### config.mk
export PLATFORM = sky130hd
export DESIGN_NAME = ant_dwell_timer
export DESIGN_NICKNAME = d
export VERILOG_FILES = /design/src/rtl/ant_dwell_pkg.sv /design/src/rtl/adt_tick_gen.sv /design/src/rtl/adt_ext_edge.sv /design/src/rtl/adt_cfg_check.sv /design/src/rtl/adt_dwell_core.sv /design/src/rtl/ant_dwell_timer.sv
export SDC_FILE = /design/constraint.sdc
export NUM_CORES = 1
export LEC_CHECK = 0
export BUFFER_PORTS_ARGS = -buffer_cell sky130_fd_sc_hd__buf_4
export CORE_MARGIN = 2
export CORE_UTILIZATION = 57
export DETAILED_ROUTE_END_ITERATION = 8
export PLACE_DENSITY = 0.76
export SYNTH_ARGS = -nofsm -noshare
export SYNTH_HDL_FRONTEND = slang
export SYNTH_HIERARCHICAL = 1
export SYNTH_SLANG_ARGS = --single-unit
### constraint.sdc
create_clock -name clk -period 2.9 [get_ports clk]
set_input_delay 0.58 -clock clk [delete_from_list [all_inputs] [get_ports clk]]
set_output_delay 0.58 -clock clk [all_outputs]
set_load 0.03 [all_outputs]
### src/rtl/ant_dwell_pkg.sv
package ant_dwell_pkg;
    parameter int unsigned DWELL_W  = 6;
    parameter int unsigned OFS_W    = 6;
    parameter int unsigned CONV_W   = 4;
    parameter int unsigned DIV_LO   = 20;
    parameter int unsigned DIV_HI   = 40;
    parameter int unsigned GUARD_LO = 9;
    parameter int unsigned GUARD_HI = 18;
    parameter int unsigned SYNC_STG = 2;
endpackage

### src/rtl/adt_tick_gen.sv
module adt_tick_gen #(
    parameter int unsigned DIV_LO = ant_dwell_pkg::DIV_LO,
    parameter int unsigned DIV_HI = ant_dwell_pkg::DIV_HI
) (
    input  logic clk,
    input  logic rst_n,
    input  logic sel_i,
    output logic tick_o
);
    localparam int unsigned PW = $clog2(DIV_HI);

    typedef struct packed {
        logic [PW-1:0] cnt;
    } pre_st_t;

    pre_st_t st_q, st_d;
    logic [PW-1:0] limit;

    always_comb begin
        st_d   = st_q;
        limit  = sel_i ? PW'(DIV_HI - 1) : PW'(DIV_LO - 1);
        tick_o = (st_q.cnt >= limit);
        if (tick_o) st_d.cnt = '0;
        else        st_d.cnt = st_q.cnt + 1'b1;
    end

    always_ff @(posedge clk or negedge rst_n) begin
        if (!rst_n) st_q <= '0;
        else        st_q <= st_d;
    end

    assert_tick_gap_R1: assert property (@(posedge clk) disable iff (!rst_n)
        tick_o |=> !tick_o);
    assert_cnt_bound_R1: assert property (@(posedge clk) disable iff (!rst_n)
        st_q.cnt <= PW'(DIV_HI - 1));
endmodule

### src/rtl/adt_ext_edge.sv
module adt_ext_edge #(
    parameter int unsigned STAGES = ant_dwell_pkg::SYNC_STG
) (
    input  logic clk,
    input  logic rst_n,
    input  logic pin_i,
    output logic rise_o
);
    typedef struct packed {
        logic [STAGES-1:0] sh;
        logic              prev;
    } sync_st_t;

    sync_st_t st_q, st_d;

    always_comb begin
        st_d      = st_q;
        st_d.sh   = {st_q.sh[STAGES-2:0], pin_i};
        st_d.prev = st_q.sh[STAGES-1];
        rise_o    = st_q.sh[STAGES-1] & ~st_q.prev;
    end

    always_ff @(posedge clk or negedge rst_n) begin
        if (!rst_n) st_q <= '0;
        else        st_q <= st_d;
    end

    assert_rise_single_R5: assert property (@(posedge clk) disable iff (!rst_n)
        rise_o |=> !rise_o);
endmodule

### src/rtl/adt_cfg_check.sv
module adt_cfg_check #(
    parameter int unsigned DWELL_W  = ant_dwell_pkg::DWELL_W,
    parameter int unsigned OFS_W    = ant_dwell_pkg::OFS_W,
    parameter int unsigned CONV_W   = ant_dwell_pkg::CONV_W,
    parameter int unsigned DIV_LO   = ant_dwell_pkg::DIV_LO,
    parameter int unsigned DIV_HI   = ant_dwell_pkg::DIV_HI,
    parameter int unsigned GUARD_LO = ant_dwell_pkg::GUARD_LO,
    parameter int unsigned GUARD_HI = ant_dwell_pkg::GUARD_HI
) (
    input  logic [DWELL_W-1:0] dwell_len_i,
    input  logic [OFS_W-1:0]   samp_ofs_i,
    input  logic [CONV_W-1:0]  conv_time_i,
    input  logic               tick_sel_i,
    output logic               viol_o
);
    localparam int unsigned SPAN = ((2**OFS_W) + (2**CONV_W) + (2**DWELL_W)) * DIV_HI + GUARD_HI;
    localparam int unsigned TW   = $clog2(SPAN) + 1;

    logic [TW-1:0] div_w, guard_w, need_w, have_w;

    always_comb begin
        div_w   = tick_sel_i ? TW'(DIV_HI)   : TW'(DIV_LO);
        guard_w = tick_sel_i ? TW'(GUARD_HI) : TW'(GUARD_LO);
        need_w  = (TW'(samp_ofs_i) + TW'(conv_time_i)) * div_w + guard_w;
        have_w  = TW'(dwell_len_i) * div_w;
        viol_o  = (need_w >= have_w);
    end
endmodule

### src/rtl/adt_dwell_core.sv
module adt_dwell_core #(
    parameter int unsigned DWELL_W = ant_dwell_pkg::DWELL_W,
    parameter int unsigned OFS_W   = ant_dwell_pkg::OFS_W
) (
    input  logic               clk,
    input  logic               rst_n,
    input  logic               tick_i,
    input  logic [DWELL_W-1:0] dwell_len_i,
    input  logic [OFS_W-1:0]   samp_ofs_i,
    input  logic               ext_mode_i,
    input  logic               ext_rise_i,
    input  logic               viol_i,
    output logic               ant_o,
    output logic               switch_o,
    output logic               conv_o,
    output logic               err_o
);
    localparam int unsigned MW = (DWELL_W > OFS_W) ? DWELL_W : OFS_W;

    typedef struct packed {
        logic [DWELL_W-1:0] rem;
        logic               ant;
        logic               sw;
        logic               conv;
        logic               bad;
        logic               err;
    } core_st_t;

    core_st_t st_q, st_d;
    logic [DWELL_W-1:0] rem_dec;
    logic               arm_viol;
    logic               ofs_hit;

    always_comb begin
        st_d     = st_q;
        st_d.sw   = 1'b0;
        st_d.conv = 1'b0;
        rem_dec  = st_q.rem - 1'b1;
        arm_viol = viol_i && (samp_ofs_i != '0) && !ext_mode_i;
        ofs_hit  = !ext_mode_i && (samp_ofs_i != '0) && !st_q.bad &&
                   (MW'(rem_dec) == MW'(samp_ofs_i));

        if (tick_i && (dwell_len_i != '0)) begin
            if (st_q.rem == '0) begin
                st_d.rem = dwell_len_i;
                st_d.bad = arm_viol;
                st_d.err = st_q.err | arm_viol;
            end else if (st_q.rem == DWELL_W'(1)) begin
                st_d.rem = dwell_len_i;
                st_d.ant = ~st_q.ant;
                st_d.sw  = 1'b1;
                st_d.bad = arm_viol;
                st_d.err = st_q.err | arm_viol;
            end else begin
                st_d.rem  = rem_dec;
                st_d.conv = ofs_hit;
            end
        end

        if (ext_mode_i) st_d.conv = ext_rise_i;
    end

    always_ff @(posedge clk or negedge rst_n) begin
        if (!rst_n) st_q <= '0;
        else        st_q <= st_d;
    end

    assign ant_o    = st_q.ant;
    assign switch_o = st_q.sw;
    assign conv_o   = st_q.conv;
    assign err_o    = st_q.err;

    assert_switch_on_tick_R2: assert property (@(posedge clk) disable iff (!rst_n)
        st_q.sw |-> $past(tick_i));
    assert_ant_toggle_R2: assert property (@(posedge clk) disable iff (!rst_n)
        st_q.sw |-> (st_q.ant != $past(st_q.ant)));
    assert_ant_steady_R2: assert property (@(posedge clk) disable iff (!rst_n)
        !st_q.sw |-> (st_q.ant == $past(st_q.ant)));
    assert_strobe_width_R3: assert property (@(posedge clk) disable iff (!rst_n)
        st_q.conv |=> !st_q.conv);
    assert_zero_ofs_silent_R4: assert property (@(posedge clk) disable iff (!rst_n)
        (st_q.conv && !$past(ext_mode_i)) |-> ($past(samp_ofs_i) != '0));
    assert_err_sticky_R8: assert property (@(posedge clk) disable iff (!rst_n)
        $past(st_q.err) |-> st_q.err);
    assert_zero_len_hold_R9: assert property (@(posedge clk) disable iff (!rst_n)
        ($past(dwell_len_i) == '0) |-> !st_q.sw);
endmodule

### src/rtl/ant_dwell_timer.sv
module ant_dwell_timer #(
    parameter int unsigned DWELL_W  = ant_dwell_pkg::DWELL_W,
    parameter int unsigned OFS_W    = ant_dwell_pkg::OFS_W,
    parameter int unsigned CONV_W   = ant_dwell_pkg::CONV_W,
    parameter int unsigned DIV_LO   = ant_dwell_pkg::DIV_LO,
    parameter int unsigned DIV_HI   = ant_dwell_pkg::DIV_HI,
    parameter int unsigned GUARD_LO = ant_dwell_pkg::GUARD_LO,
    parameter int unsigned GUARD_HI = ant_dwell_pkg::GUARD_HI,
    parameter int unsigned SYNC_STG = ant_dwell_pkg::SYNC_STG
) (
    input  logic               clk,
    input  logic               rst_n,
    input  logic [DWELL_W-1:0] dwell_len_i,
    input  logic [OFS_W-1:0]   samp_ofs_i,
    input  logic [CONV_W-1:0]  conv_time_i,
    input  logic               tick_sel_i,
    input  logic               ext_mode_i,
    input  logic               ext_start_i,
    output logic               ant_sel_o,
    output logic               switch_pulse_o,
    output logic               conv_start_o,
    output logic               cfg_err_o
);
    logic tick_w;
    logic rise_w;
    logic viol_w;

    adt_tick_gen #(.DIV_LO(DIV_LO), .DIV_HI(DIV_HI)) tick_i (
        .clk    (clk),
        .rst_n  (rst_n),
        .sel_i  (tick_sel_i),
        .tick_o (tick_w)
    );

    adt_ext_edge #(.STAGES(SYNC_STG)) edge_i (
        .clk    (clk),
        .rst_n  (rst_n),
        .pin_i  (ext_start_i),
        .rise_o (rise_w)
    );

    adt_cfg_check #(
        .DWELL_W(DWELL_W), .OFS_W(OFS_W), .CONV_W(CONV_W),
        .DIV_LO(DIV_LO), .DIV_HI(DIV_HI),
        .GUARD_LO(GUARD_LO), .GUARD_HI(GUARD_HI)
    ) chk_i (
        .dwell_len_i (dwell_len_i),
        .samp_ofs_i  (samp_ofs_i),
        .conv_time_i (conv_time_i),
        .tick_sel_i  (tick_sel_i),
        .viol_o      (viol_w)
    );

    adt_dwell_core #(.DWELL_W(DWELL_W), .OFS_W(OFS_W)) core_i (
        .clk         (clk),
        .rst_n       (rst_n),
        .tick_i      (tick_w),
        .dwell_len_i (dwell_len_i),
        .samp_ofs_i  (samp_ofs_i),
        .ext_mode_i  (ext_mode_i),
        .ext_rise_i  (rise_w),
        .viol_i      (viol_w),
        .ant_o       (ant_sel_o),
        .switch_o    (switch_pulse_o),
        .conv_o      (conv_start_o),
        .err_o       (cfg_err_o)
    );

    assert_ext_mode_no_switch_strobe_R5: assert property (@(posedge clk) disable iff (!rst_n)
        (conv_start_o && $past(ext_mode_i)) |-> $past(rise_w));
endmodule

# Yosys cells after proc, flatten, opt, wreduce, memory -nomap -nowiden
# Cells that the tools add are included.
# op_classes
n_addsub	4
n_mul	2
magnitude_cmp	2
n_eq_ne	2
mux	13
bitwise	5
n_reduce_logical	14
# ops
cell	n
$mux W6	5
$add A14 B14 Y14	1
$ge A14 B14 Y1	1
$mul A14 B14 Y14	1
$mul A6 B14 Y14	1
$reduce_bool A6 Y1	2
$add A6 B4 Y7	1
$add A6 B1 Y6 const B	1
$eq A6 B1 Y1 const B	1
$eq A6 B6 Y1	1
$ge A6 B6 Y1	1
$logic_and A1 B1 Y1	6
$logic_not A6 Y1	1
$mux W2	3
$sub A6 B1 Y6 const B	1
$mux W5	1
$mux W4	1
$mux W1	3
$not A1 Y1	3
$reduce_and A3 Y1	1
$logic_not A1 Y1	2
$reduce_and A2 Y1	1
$reduce_bool A2 Y1	1
$and A1 B1 Y1	1
$or A1 B1 Y1	1
# word_totals
ff_bits	20
in_bits	21
out_inout_bits	4
elab_cells	51

# Depth between registers and ports, before layout
# Gate-level depths: netlist of run 1.
# depth
depth_word	11
depth_mapped	26
mapped_depth_nobuf	26

# Cells and area by module
# The synthesis of run 1 kept the hierarchy.
# by_module_without_submodules
module	n_inst	cells_each	area_per_inst_um2	seq_area_each_um2
adt_cfg_check	1	245	2024.4	0.0
adt_dwell_core	1	83	733.2	275.3
adt_tick_gen	1	30	335.3	150.1
adt_ext_edge	1	4	88.8	75.1

# Worst setup path before layout of run 1
# OpenSTA, ideal clock, no wires.
# synth_path
path_type	in2reg
from	input samp_ofs_i[0]
to	register core_i.st_q (netlist bit core_i/err_o)
setup_time_ps	67
t_arrival_ps	5264
t_required_ps	2833
setup_slack_ps	-2431
path_stages	25
n_path_buf	0
cell_sequence	ha_1 fa_1 a21o_1 a21oi_2 xnor2_1 and2_1 ha_1 inv_1 fa_1 inv_1 ha_1 ha_1 ha_1 o21ai_0 o21bai_1 a21oi_1 xnor2_1 ha_1 nand2_1 a2111oi_0 nor4_1 o311a_1 nand4b_1 nand4_1 nand2b_1
# synth_via
elab_chain_cells	9
elab_cells_between_ends	10
classes_between	add/sub (2); mul (1); order compare (1); mux (2); bitwise (1); reduce/logical (3)
# synth_lines
item	line	source
start, declared	ant_dwell_timer.sv:14	input logic [OFS_W-1:0] samp_ofs_i,
$add A6 B4 Y7 (*)	adt_cfg_check.sv:24	need_w = (TW'(samp_ofs_i) + TW'(conv_time_i)) * div_w + guard_w;
$mul A14 B14 Y14 (*)	adt_cfg_check.sv:24	
$add A14 B14 Y14 (*)	adt_cfg_check.sv:24	
$ge A14 B14 Y1 (*)	adt_cfg_check.sv:26	viol_o = (need_w >= have_w);
net viol_w	ant_dwell_timer.sv:26	logic viol_w;
$logic_and A1 B1 Y1 (*) (2 in a row)	adt_dwell_core.sv:39	arm_viol = viol_i && (samp_ofs_i != '0) && !ext_mode_i;
$or A1 B1 Y1 (*)	adt_dwell_core.sv:47, adt_dwell_core.sv:53	
$mux W2	adt_dwell_core.sv:48	end else if (st_q.rem == DWELL_W'(1)) begin
$mux W2 (*)	adt_dwell_core.sv:44	if (st_q.rem == '0) begin
end signal, assigned	adt_dwell_core.sv:65	else st_q <= st_d;
end, declared	adt_dwell_core.sv:29	core_st_t st_q, st_d;
# The timed path passes the listed nets; every way through them passes the cells marked *. The select of a mux whose other input is x is not followed.
# A chain may end at the register's enable or synchronous reset.

# Worst setup path in the final report of run 1
# layout_path
from	input samp_ofs_i[1]
to	register core_i.st_q (netlist bit core_i/err_o)
# Same word-level chain as after synthesis.

==> results of run 1 <==
## cells in the final DEF (no fill, tap or decap), types with 4 or more instances in the layout
master and count:
buf_4 102, ha_1 52, inv_1 33, ha_4 21
dfrtp_1 20, nand2_1 18, nor2_1 16, o21ai_0 15
xnor2_1 12, a21oi_1 11, nor3_1 10, xor2_1 9
nand2b_1 8, nor2b_1 8, and2_1 7, fa_1 7
o21ai_1 6, a21o_1 5, o211ai_1 5, nand3_1 5
conb_1 5, a21oi_2 4, o21a_1 4
## power groups by stage
stage	clock, mW	combinational (mW)	sequential (mW)
after floorplan	0	1.24	0.405
after global placement	0	1.69	0.440
after detailed placement	0	1.79	0.444
after CTS	0.284	2.15	0.440
after global routing	0.294	2.52	0.460
final	0.284	2.28	0.449
## stage by stage
stage / power [mW] / instances / utilization (%)
6_report: 3.015 / 536 / 83.14
5_1_grt: 3.274 / 536 / 83.14
4_1_cts: 2.869 / 534 / 82.22
3_5_place_dp: 2.235 / 523 / 74.35
3_3_place_gp: 2.133 / 523 / 74.35
2_1_floorplan: 1.650 / 365 / -
## worst max-delay path, cell delays in order
cell	delay (ps)
buf_8	110
ha_4	220
a21o_1	190
a221o_1	380
xnor2_2	240
or2_1	200
nand2b_1	80
ha_1	270
ha_1	330
ha_4	180
ha_4	270
ha_4	200
a211o_1	340
o31ai_4	250
xnor2_1	130
ha_1	360
a21oi_2	160
o221ai_2	100
nor4_2	220
o311a_1	200
nand4b_1	150
nand4_1	140
nand2b_1	70
## how the worst max path moves through the flow
stage                        startpoint                         end  slack [ps]  depth (start not counted)
after floorplan           samp_ofs_i[0]    core_i/err_o$_DFFE_PN0P_       -2270                         25
after global placement    samp_ofs_i[0]    core_i/err_o$_DFFE_PN0P_       -2640                         26
after detailed placement  samp_ofs_i[0]    core_i/err_o$_DFFE_PN0P_       -2840                         24
after CTS                 samp_ofs_i[1]  core_i/st_q[1]$_DFFE_PN0P_       -2210                         24
after global routing      samp_ofs_i[0]    core_i/err_o$_DFFE_PN0P_       -2490                         26
final                     samp_ofs_i[1]    core_i/err_o$_DFFE_PN0P_       -2330                         23
## Yosys cell counts, types with 3 or more instances
cell and instances:
a21o_1 5, nand2b_1 8, a2bb2oi_1 3, o21ai_1 3, o21bai_1 3, nor2_1 18
clkbuf_1 8, o211ai_1 5, ha_1 74, fa_1 10, nor2b_1 10, xor2_1 9
or2_2 3, nand2_1 19, nand4_1 3, a21oi_1 14, o21a_1 4, nand4b_1 3
inv_1 36, a211oi_1 3, and3_1 3, and2_1 7, o21ai_0 18, o31ai_1 3
a22oi_1 3, nor3_1 11, dfrtp_1 20, nand3_1 5, xnor2_1 14
## final cells by class
type | count | area, µm² | share of cell area [%]
multi-input combinational | 297 | 2907 | 64.28
timing repair buffer | 106 | 814.5 | 18.01
sequential | 20 | 500.5 | 11.07
inverter | 37 | 138.9 | 3.071
tap | 72 | 90.09 | 1.992
clock buffer | 3 | 41.29 | 0.9131
clock inverter | 1 | 30.03 | 0.6641
## routing by layer
layer / share of wire (%) / GRT usage, % / vias to the layer above
met4: 2.2 / 5.614 / 0
met2: 52 / 53.85 / 140
met5: 0 / 0 / -
met1: 40 / 36.59 / 1500
li1: - / - / 1488
met3: 6.1 / 3.295 / 23
## registers in the layout (all words and copies together) (netlist names)
register and flops:
core_i/st_q 7, core_i/ant_o 1, tick_i/st_q 6, edge_i/st_d 2
core_i/conv_o 1, core_i/switch_o 1, edge_i/st_q 1, core_i/err_o 1
## logic make-up (layout without fill, tap and decap cells)
kind of cell,after synthesis,after routing,share of synthesized area [%]
buf+inv,48,147,5.859
simple gates,104,104,18.32
fa+ha+maj,84,84,35.39
compound gates,79,79,17.34
other cells,2,5,0.2360
flops,20,20,15.73
mux,2,2,0.7863
xor+xnor,23,23,6.331
## what timing repair did
item	4_1_cts	5_1_grt
endpoints found under the setup margin	2	2
gates resized for setup	41	9
hold endpoints to repair	0	0
setup buffers	8	2
pin swaps	31	22
==> flow_summary_export.csv, run 1 <==
group,metric,value,unit
outcome,status,"finished, violations left",
outcome,violations,"setup timing",
clock_tree,numCtsBuffers,3,
global_routing,grt_max_degree,21,
global_routing,grt_pass1_vias,3150,
setup_path,start_kind,"input port",
layout,syn_to_final_growth,42.12,%
timing,hold_ws,186.5,ps
clock_tree,clock_path_buffers,2,
place,place_congestion,0.8079,
power,p_int,1.704,mW
die,pin_count,25,
power,p_seq_share,14.9,%
timing,fmax,0.1912,GHz
synthesis,synth_warnings,6,
timing,relSlewSlack,57.51,%
hold_path,hold_class,"in2async",
clock_tree,clk_pin_slew_worst_paths,80,ps
die,rows,27,
drt,dr.pass1.iters,5,
clock_tree,cts-hold-fix-buffers,0,
setup_path,reg2reg_depth,7,
place,dpl_cell_area,0.004044,mm²
setup_path,rr_endpoint,"core_i/conv_o$_DFF_PN0_",
synthesis,synth-main-ff-cell,"dfrtp_1",
power,powerDensity,666.9,mW/mm²
place,place_ws,-2843,ps
power,pwr-share-comb,75.7,%
timing,fin_skew,1.690,ps
die,core_area,0.005439,mm²
layout,n_fill_cell,300,
drt,routed_wl,8.858,mm
power,ir_worst_vdd,594.6,µV
synthesis,postSynthAreaPerCell,8.790,µm²
clock_tree,cts_root_buffer,"clkbuf_8",
setup_path,critPathArrivalTime,5380,ps
drt,routedWlPerCell,16.53,µm
global_routing,antenna_found_initial,0,
drt,drc_errors,0,
drt,drt_iter0_markers,260,
timing,finalCritPeriodShare,180.3,%
timing,worstMarginPinSlew,633.0,ps
power,p_leak,2.225,nW
power,pwr-share-clk,9.4,%
place,hpwl,6.136,mm
timing,rsz0062_at_grt,"true",
synthesis,synth_edf_count,0,
synthesis,synth_area_leaders,"ha_1, dfrtp_1, fa_1, inv_1, xnor2_1",
synthesis,syn_inst,362,
setup_path,rrSetupSlack,660,ps
clock_tree,cts.sinks,20,
setup_path,path_max_fanout,3,
timing,setup_viol,2,
place,portBuffers,24,
timing,setup_ws,-2329,ps
power,sw_frac_of_total,43.50,%
drt,ant_nets,0,
timing,finalMaxSlewViolations,0,
die,die_y,78.72,µm
synthesis,synth.largest_area_cell,"ha_1",
synthesis,ys_seq_area_share,15.73,%
clock_tree,htree_levels,1,
global_routing,overflow,0,
synthesis,netlist_area,0.003182,mm²
timing,fin_setup_tns,-4646,ps
timing,hold_viol_final,0,
drt,via_per_inst,5.879,
global_routing,track_usage,29.10,%
run,max_cap_viol_count,0,
global_routing,grt_first_pass_wirelength,14.57,mm
layout,drive_gt1_share,36.21,%
synthesis,yosys.cell_types.count,60,
layout,fin_area,0.004522,mm²
synthesis,yosysTopAreaCellShare,29.10,%
setup_path,r2r_start,"tick_i/st_q[4]$_DFF_PN0_",
die,fp.dieW,78.72,µm
die,die-area,0.006196,mm²
timing,final.min_clock_period,5229,ps
synthesis,ys_ff_latch,20,
layout,num_antenna_cells,0,
die,start_util,58.50,%
setup_path,end_kind,"flip-flop",
layout,nets,570,
clock_tree,worstSkewPairLatency,260,ps
clock_tree,cts_tree,"yes",
setup_path,cp.required,3050,ps
power,switchingPower,1.312,mW
synthesis,async_reset_ff_share,100.0,%
setup_path,path_class,"in2reg",
drt,vias,3151,
(Power assumes the default switching activity.)
==> run 2, diff against run 1 <==
--- a/config.mk
+++ b/config.mk
@@ -9,6 +9,7 @@
 export CORE_MARGIN = 2
 export CORE_UTILIZATION = 57
 export DETAILED_ROUTE_END_ITERATION = 8
+export GPL_TIMING_DRIVEN = 0
 export PLACE_DENSITY = 0.76
 export SYNTH_ARGS = -nofsm -noshare
 export SYNTH_HDL_FRONTEND = slang
==> run 2 against run 1 <==
Net effect: the run still ends with setup timing left; routed wire length fell by 19%; flip-flop and latch count is the same; combinational power down 8%; fmax down 1.2%; worst setup slack worse by 63 ps; clock power barely moved; first-iteration DRC count decreased by 30%; sequential power decreased by 8.0%; utilization down 7.6 points; count of clock-buffer cells in the layout is the same.
==> flow_summary_export.csv, run 2 (synthesis gave the netlist of run 1 again) <==
group,metric,value,unit
global_routing,track_usage,23.38,%
timing,setup_viol,2,
timing,relSlewSlack,57.58,%
layout,multi_input_area,0.002925,mm²
die,pin_count,25,
power,pwr-share-clk,10.1,%
clock_tree,cts.sinks,20,
layout,num_antenna_cells,0,
power,p_total,2.800,mW
layout,nets,515,
timing,finalCritPeriodShare,182.5,%
clock_tree,cts-hold-fix-buffers,0,
timing,worstMarginPinSlew,632.1,ps
power,switchingPower,1.222,mW
die,die-area,0.006196,mm²
drt,routedWlPerCell,14.92,µm
global_routing,grt_pass1_vias,2664,
timing,hold_ws,183.4,ps
drt,dr.pass1.iters,4,
layout,syn_to_final_growth,29.06,%
setup_path,rrSetupSlack,590,ps
clock_tree,clk_pin_slew_worst_paths,80,ps
power,pwr-share-comb,75.1,%
run,max_cap_viol_count,0,
layout,regMostFlops,"core_i/st_q",
die,start_util,58.50,%
timing,fmax,0.1890,GHz
global_routing,grt_max_degree,21,
drt,routed_wl,7.178,mm
global_routing,antenna_found_initial,0,
clock_tree,cts_tree,"yes",
layout,n_fill_cell,369,
layout,utilization,75.50,%
power,powerDensity,681.7,mW/mm²
die,fp.dieW,78.72,µm
setup_path,cp.required,3050,ps
clock_tree,htree_levels,1,
place,dpl_cell_area,0.003543,mm²
drt,vias,2742,
layout,final_common_cell,"ha_1",
outcome,status,"finished, violations left",
global_routing,overflow,0,
setup_path,start_kind,"input port",
power,ir_worst_vdd,501.3,µV
timing,rsz0062_at_grt,"true",
layout,drive_gt1_share,26.89,%
layout,regArea,500.5,µm²
clock_tree,cts_root_buffer,"clkbuf_8",
drt,drt_iter0_markers,181,
timing,hold_viol_final,0,
outcome,violations,"setup timing",
drt,ant_nets,0,
power,sw_frac_of_total,43.64,%
setup_path,critPathArrivalTime,5440,ps
layout,layout_common_cells,"ha_1, buf_4, inv_1",
place,hpwl,5.267,mm
drt,drc_errors,0,
clock_tree,numCtsBuffers,3,
power,p_leak,1.935,nW
place,portBuffers,24,
timing,fin_skew,8.277,ps
timing,finalMaxSlewViolations,0,
setup_path,path_class,"in2reg",
timing,setup_ws,-2392,ps
clock_tree,clock_path_buffers,2,
global_routing,grt_first_pass_wirelength,11.95,mm
layout,fin_area,0.004106,mm²
setup_path,end_kind,"flip-flop",
die,die_y,78.72,µm
layout,largest_reg_flops,7,
die,core_area,0.005439,mm²
power,p_seq_share,14.7,%
setup_path,path_max_fanout,3,
drt,via_per_inst,5.701,
place,place_congestion,0.8537,
clock_tree,worstSkewPairLatency,260,ps
power,p_int,1.578,mW
die,rows,27,
place,place_ws,-3140,ps
timing,final.min_clock_period,5292,ps
hold_path,hold_class,"in2async",
run 2: changes by cell type in the layout (fill, tap and decap cells not counted), sizes merged:
cell | previous run | this run
clkbuf | 3 | 10
buf | 106 | 44
run 2: metal layers:
metal	track usage (%)	vias up	wire length, µm
li1	-	1375	-
met1	33.53	1299	3350
met2	40.34	68	3536
met3	2.386	0	291
met4	0.8772	0	0
met5	0	-	0
run 2: cell type report:
| class | instances | share of cell area (%) |
|---|---|---|
| Clock buffer | 3 | 1.005 |
| Tap cell | 72 | 2.194 |
| Sequential cell | 20 | 12.19 |
| Multi-Input combinational cell | 297 | 71.24 |
| Timing Repair Buffer | 40 | 7.861 |
| Buffer | 11 | 1.402 |
| Inverter | 37 | 3.382 |
| Clock inverter | 1 | 0.7313 |
run 2: timing repair:
action | 4_1_cts | 5_1_grt
resized for setup | 39 | 21
cloned | 0 | 0
setup endpoints to repair | 2 | 2
setup buffers | 10 | 6
pin swaps | 30 | 30
run 2: metrics by stage:
stage,TNS (ps),std cells
3_5_place_dp,-6258,461
5_1_grt,-5252,481
2_1_floorplan,-4530,365
6_report,-4784,481
3_3_place_gp,-5962,461
4_1_cts,-4655,475
run 2: final timing paths:
| path | endpoint | depth (start not counted) | from |
|---|---|---|---|
| worst max register to register | core_i/st_q[9]$_DFFE_PN0P_ | 8 | tick_i/st_q[2]$_DFF_PN0_ |
| max in group asynchronous | core_i/st_q[6]$_DFFE_PN0P_ | 1 | rst_n |
| worst max-delay path | core_i/st_q[1]$_DFFE_PN0P_ | 28 | samp_ofs_i[0] |
| worst min register to register | edge_i/st_d[0]$_DFF_PN0_ | 0 | edge_i/st_d[2]$_DFF_PN0_ |
| worst min-delay path | core_i/st_q[5]$_DFFE_PN0P_ | 1 | rst_n |
| min in group clk | edge_i/st_d[0]$_DFF_PN0_ | 0 | edge_i/st_d[2]$_DFF_PN0_ |
run 2: power groups by stage:
stage / combinational, mW / sequential, mW / clock (mW)
after global routing: 2.37 / 0.422 / 0.299
after CTS: 1.93 / 0.412 / 0.285
after detailed placement: 1.56 / 0.417 / 0
after global placement: 1.50 / 0.415 / 0
after floorplan: 1.24 / 0.405 / 0
final: 2.10 / 0.413 / 0.283
run 2: worst max-delay path: stages:
cell,delay [ps]
buf_8,100
ha_4,150
fa_2,370
a21o_1,180
a21oi_2,220
xnor2_2,100
nand2_1,90
nand2b_1,70
ha_1,290
inv_2,40
fa_1,500
inv_2,50
ha_4,270
ha_4,200
ha_4,160
buf_6,110
o211ai_1,190
nand2_1,110
o31ai_2,80
xnor2_1,120
ha_1,350
a21oi_2,180
o221ai_2,100
nor4_1,200
o311a_1,220
nand4b_1,150
nand4_1,180
nand2_1,70
